## config.mk

```make
export PLATFORM = sky130hd
export DESIGN_NAME = crit_reg_guard
export DESIGN_NICKNAME = d
export VERILOG_FILES = /design/src/rtl/crg_pkg.sv /design/src/rtl/crg_key_check.sv /design/src/rtl/crg_window_timer.sv /design/src/rtl/crg_reg_bank.sv /design/src/rtl/crit_reg_guard.sv
export SDC_FILE = /design/constraint.sdc
export NUM_CORES = 1
export LEC_CHECK = 0
export BUFFER_PORTS_ARGS = -buffer_cell sky130_fd_sc_hd__buf_2
export CORE_ASPECT_RATIO = 1.4
export CORE_MARGIN = 1.5
export CORE_UTILIZATION = 38
export DETAILED_ROUTE_END_ITERATION = 10
export SLEW_MARGIN = 10
export SYNTH_ARGS = -nofsm -noshare
export SYNTH_HDL_FRONTEND = slang
export SYNTH_HIERARCHICAL = 1
export SYNTH_SLANG_ARGS = --single-unit
```

## constraint.sdc

```tcl
create_clock -name clk -period 4.2 [get_ports clk]
set_input_delay 0.21 -clock clk [delete_from_list [all_inputs] [get_ports clk]]
set_output_delay 0.21 -clock clk [all_outputs]
set_load 0.03 [all_outputs]
```

## src/rtl/crg_pkg.sv

```systemverilog
package crg_pkg;

  typedef enum logic [1:0] {
    CMD_NONE   = 2'd0,
    CMD_OPEN   = 2'd1,
    CMD_CLOSE  = 2'd2,
    CMD_REJECT = 2'd3
  } crg_cmd_e;

  localparam logic [1:0] GUARD_OK = 2'b01;

endpackage

```

## src/rtl/crg_key_check.sv

```systemverilog
module crg_key_check
  import crg_pkg::*;
#(
  parameter logic [15:0] PASSWORD = 16'hA5C3
) (
  input  logic        wr,
  input  logic [31:0] word,
  output crg_cmd_e    cmd
);

  logic        pw_hit;
  logic        guard_hit;
  logic        unused_spare;

  assign pw_hit       = (word[31:16] == PASSWORD);
  assign guard_hit    = (word[15:14] == GUARD_OK);
  assign unused_spare = ^word[13:1];

  always_comb begin
    cmd = CMD_NONE;
    if (wr) begin
      if (pw_hit && guard_hit) cmd = word[0] ? CMD_CLOSE : CMD_OPEN;
      else                     cmd = CMD_REJECT;
    end
  end

endmodule

```

## src/rtl/crg_window_timer.sv

```systemverilog
module crg_window_timer
  import crg_pkg::*;
#(
  parameter int WINDOW = 256
) (
  input  logic     clk,
  input  logic     rst,
  input  crg_cmd_e cmd,
  output logic     locked,
  output logic     expired
);

  localparam int CW = $clog2(WINDOW + 1);

  logic [CW-1:0] remain;

  always_ff @(posedge clk) begin
    if (rst) begin
      locked  <= 1'b0;
      remain  <= CW'(WINDOW);
      expired <= 1'b0;
    end else begin
      expired <= 1'b0;
      case (cmd)
        CMD_OPEN: begin
          locked <= 1'b0;
          remain <= CW'(WINDOW);
        end
        CMD_CLOSE: begin
          locked <= 1'b1;
          remain <= '0;
        end
        default: begin
          if (!locked) begin
            if (remain == CW'(1)) begin
              locked  <= 1'b1;
              remain  <= '0;
              expired <= 1'b1;
            end else begin
              remain <= remain - CW'(1);
            end
          end
        end
      endcase
    end
  end

endmodule

```

## src/rtl/crg_reg_bank.sv

```systemverilog
module crg_reg_bank #(
  parameter int NREGS = 8,
  parameter int DW    = 32,
  parameter int AW    = 3
) (
  input  logic          clk,
  input  logic          we,
  input  logic [AW-1:0] waddr,
  input  logic [DW-1:0] wdata,
  input  logic [AW-1:0] raddr,
  output logic [DW-1:0] rdata
);

  logic [DW-1:0] mem [NREGS];

  always_ff @(posedge clk) begin
    if (we) mem[waddr] <= wdata;
    rdata <= mem[raddr];
  end

endmodule

```

## src/rtl/crit_reg_guard.sv

```systemverilog
module crit_reg_guard
  import crg_pkg::*;
#(
  parameter logic [15:0] PASSWORD = 16'hA5C3,
  parameter int          WINDOW   = 256,
  parameter int          NREGS    = 8,
  parameter int          DW       = 32,
  localparam int         AW       = (NREGS > 1) ? $clog2(NREGS) : 1
) (
  input  logic          clk,
  input  logic          rst,
  input  logic          unlock_we,
  input  logic [31:0]   unlock_word,
  input  logic          reg_we,
  input  logic [AW-1:0] reg_waddr,
  input  logic [DW-1:0] reg_wdata,
  input  logic [AW-1:0] reg_raddr,
  output logic [DW-1:0] reg_rdata,
  output logic          locked,
  output logic          alarm_badkey,
  output logic          alarm_timeout,
  output logic          violation
);

  crg_cmd_e cmd;
  logic     bank_we;

  crg_key_check #(.PASSWORD(PASSWORD)) u_key (
    .wr   (unlock_we),
    .word (unlock_word),
    .cmd  (cmd)
  );

  crg_window_timer #(.WINDOW(WINDOW)) u_timer (
    .clk     (clk),
    .rst     (rst),
    .cmd     (cmd),
    .locked  (locked),
    .expired (alarm_timeout)
  );

  assign bank_we = reg_we && !locked;

  crg_reg_bank #(.NREGS(NREGS), .DW(DW), .AW(AW)) u_bank (
    .clk   (clk),
    .we    (bank_we),
    .waddr (reg_waddr),
    .wdata (reg_wdata),
    .raddr (reg_raddr),
    .rdata (reg_rdata)
  );

  always_ff @(posedge clk) begin
    if (rst) begin
      alarm_badkey <= 1'b0;
      violation    <= 1'b0;
    end else begin
      alarm_badkey <= (cmd == CMD_REJECT);
      if (reg_we && locked) violation <= 1'b1;
    end
  end

endmodule

```

==> flow_summary.ini <==
[global_routing]
grt_pass1_vias = 5663
grt_antenna_before_repair = 0
overflow = 0
grt_pass1_wl_mm = 32.6
grt_max_degree = 42
grt_use_total = 0.144

[clock_tree]
clk_path_buf_depth = 3
cts_buffers = 28
clk_pin_slew_ps = 60
post_cts_buffers = 0
cts.sinks = 301
cts_max_level = 1
cts_tree = yes
insertion_delay_ps = 540
ctsResizeCount = 0
cts_hold_buf = 36
cts-root-buf = clkbuf_16

[run_status]
status = finished, final reports clean

[timing]
fmax_mhz = 438
tns_ps = 0
min_period_ps = 2280
maxSlewViolCount = 0
rsz0062_at_grt = no
setup_viol = 0
worst_pin_slew_ps = 1020
clock_skew_ps = 9.22
hold_viol = 0
relSlewSlack = 0.320
post-route-period-util = 0.544

[floorplanning]
die-area_um2 = 30500
die_x_um = 148
start_util = 0.384
coreArea_um2 = 29100
floorplan.rows = 74
ios = 110
die_y_um = 206

[hold_path]
hold_path_class = input pin to flop

[finish]
syn2layout_area_growth_pct = 20.6
layout.nets = 730
final_cells = 1054
fin_area_um2 = 13500
drive_gt1_frac = 0.332
diodes = 0

[worst_setup_path]
crit_path_start_kind = flop
crit_fanout = 24
critPathKind = flop to flop
cp.arrival_ps = 2520
required_ps = 4440
cp-end-kind = flop

[detailed_routing]
ant_nets = 0
drt_pass1_iterations = 4
drc_errors = 0
drtIter0Drc = 304
vias = 5278
viasPerCell = 5.01
wl_per_cell_um = 20.2
drt_wl_total_mm = 21.3

[placed_design]
portBuffers = 96
place.gp.congestion = 0.714
placedCellCount = 966
dpl_cell_area_um2 = 12100
dp_hpwl_mm = 12.1

[pwr]
power.net_switching_mw = 1.39
clkPwrFrac = 0.403
power_density_nw_per_um2 = 481
peakVddDrop_uv = 278
p_leak_nw = 4.68
intPower_mw = 5.09
p_seq_frac = 0.522
switching_share = 0.215
p_comb_frac = 0.075

[logic_synthesis]
ys_seq_area_frac = 0.769
syn_area_per_cell_um2 = 22.4
yosys_warnings = 6
synth_nets = 576
synth_cells = 498
ys_seq_elements = 301
syn_area_um2 = 11200
synth.distinct_cells = 36

[job]
cap_violations = 0
-- final timing paths --
check	start	end	slack [ps]	depth (start not counted)
setup / recovery	u_timer/locked	u_bank/mem[7][24]	1920	4
hold / removal	unlock_we	u_timer/locked	290	6
setup reg to reg	u_timer/locked	u_bank/mem[7][24]	1920	4
hold reg to reg	u_timer/remain[7]	u_timer/remain[7]	540	2
-- worst max-delay path, cell delays in order (launching register included) --
cell and delay (ps):
dfxtp_1 360, and2b_2 240, nand2_1 200, nor2_4 810, buf_4 350
-- Yosys cell counts --
cell type / count / area (um2)
inv_1: 8 / 30.0
or3b_2: 1 / 8.76
nand2_1: 6 / 22.5
mux2_2: 32 / 360
nand3_1: 5 / 25.0
nor4_1: 2 / 12.5
nor3b_1: 1 / 7.51
buf_1: 4 / 15.0
mux4_1: 40 / 1050
a21oi_1: 3 / 15.0
nor4_4: 1 / 21.3
xor2_1: 6 / 52.6
nand2b_1: 3 / 18.8
nand4b_1: 1 / 8.76
edfxtp_1: 256 / 7690
a311oi_1: 1 / 8.76
nor3_1: 4 / 20.0
mux4_2: 24 / 541
clkbuf_1: 2 / 7.51
nand4_1: 1 / 6.26
nor2b_1: 1 / 6.26
o21bai_1: 1 / 7.51
nand2_2: 1 / 6.26
dfxtp_1: 45 / 901
nor4_2: 1 / 12.5
a31oi_1: 3 / 18.8
buf_6: 7 / 78.8
ha_1: 4 / 50.1
nor2_1: 21 / 78.8
buf_2: 6 / 30.0
nand4bb_1: 2 / 22.5
and2b_2: 1 / 8.76
xnor2_1: 1 / 8.76
or2b_2: 1 / 8.76
o221ai_1: 1 / 8.76
or4_1: 1 / 7.51
-- power groups by stage --
stage	Sequential (mW)	Combinational, mW	Clock [mW]
after floorplan	3.50	0.243	0
after global placement	3.44	0.444	0
after detailed placement	3.45	0.464	0
after CTS	3.38	0.494	2.67
after global routing	3.39	0.526	2.79
final	3.38	0.485	2.61
-- stage by stage --
stage	utilization	setup WS, ps	hold slack [ps]	power [mW]
floorplan	-	743	282	3.74
global placement	0.418	1900	449	3.88
detailed placement	0.418	1850	455	3.91
CTS	0.463	1850	265	6.55
global route	0.463	1790	296	6.70
finish	0.463	1920	288	6.48
-- metal layers --
layer	vias up	part of all wire	global-route usage
li1	2382	-	-
met3	25	0.042	0.0243
met4	0	0.017	0.0417
met5	-	0	0
met2	111	0.53	0.260
met1	2760	0.41	0.177
-- cell usage in the layout, fill, tap and decap left out, types with 4 or more instances in the layout --
cell,instances
edfxtp_1,256
buf_2,95
dfxtp_1,45
mux4_1,40
dlygate4sd3_1,36
mux2_2,32
clkbuf_16,29
mux4_2,24
nor2_1,15
buf_4,12
inv_1,8
nand2_1,6
nor2_4,6
xor2_1,6
clkinvlp_4,5
clkbuf_8,5
nand3_1,5
ha_1,4
-- cell type report --
type | count | area, um2
Tap cell | 380 | 475
Sequential cell | 301 | 8590
Clock inverter | 15 | 168
Multi-Input combinational cell | 170 | 2480
Fill cell | 2498 | 15600
Timing Repair Buffer | 143 | 926
Inverter | 8 | 30.0
Clock buffer | 37 | 806
-- logic make-up after synthesis --
group / synth area share
DFF: 0.769
and+or+nand+nor: 0.0271
muxes: 0.175
xor gates and xnor gates: 0.00549
buffers and inverters: 0.0144
AOI/OAI and AO/OA: 0.00526
adders and majority gates: 0.00448
-- flip-flops by register name, indices dropped and copies added, names as in the netlist --
| signal | count |
|---|---|
| u_timer/remain | 9 |
| violation | 1 |
| u_timer/expired | 1 |
| alarm_badkey | 1 |
| u_bank/mem | 256 |
| u_bank/rdata | 32 |
| u_timer/locked | 1 |
No activity file was read; power rests on OpenSTA's default activity.
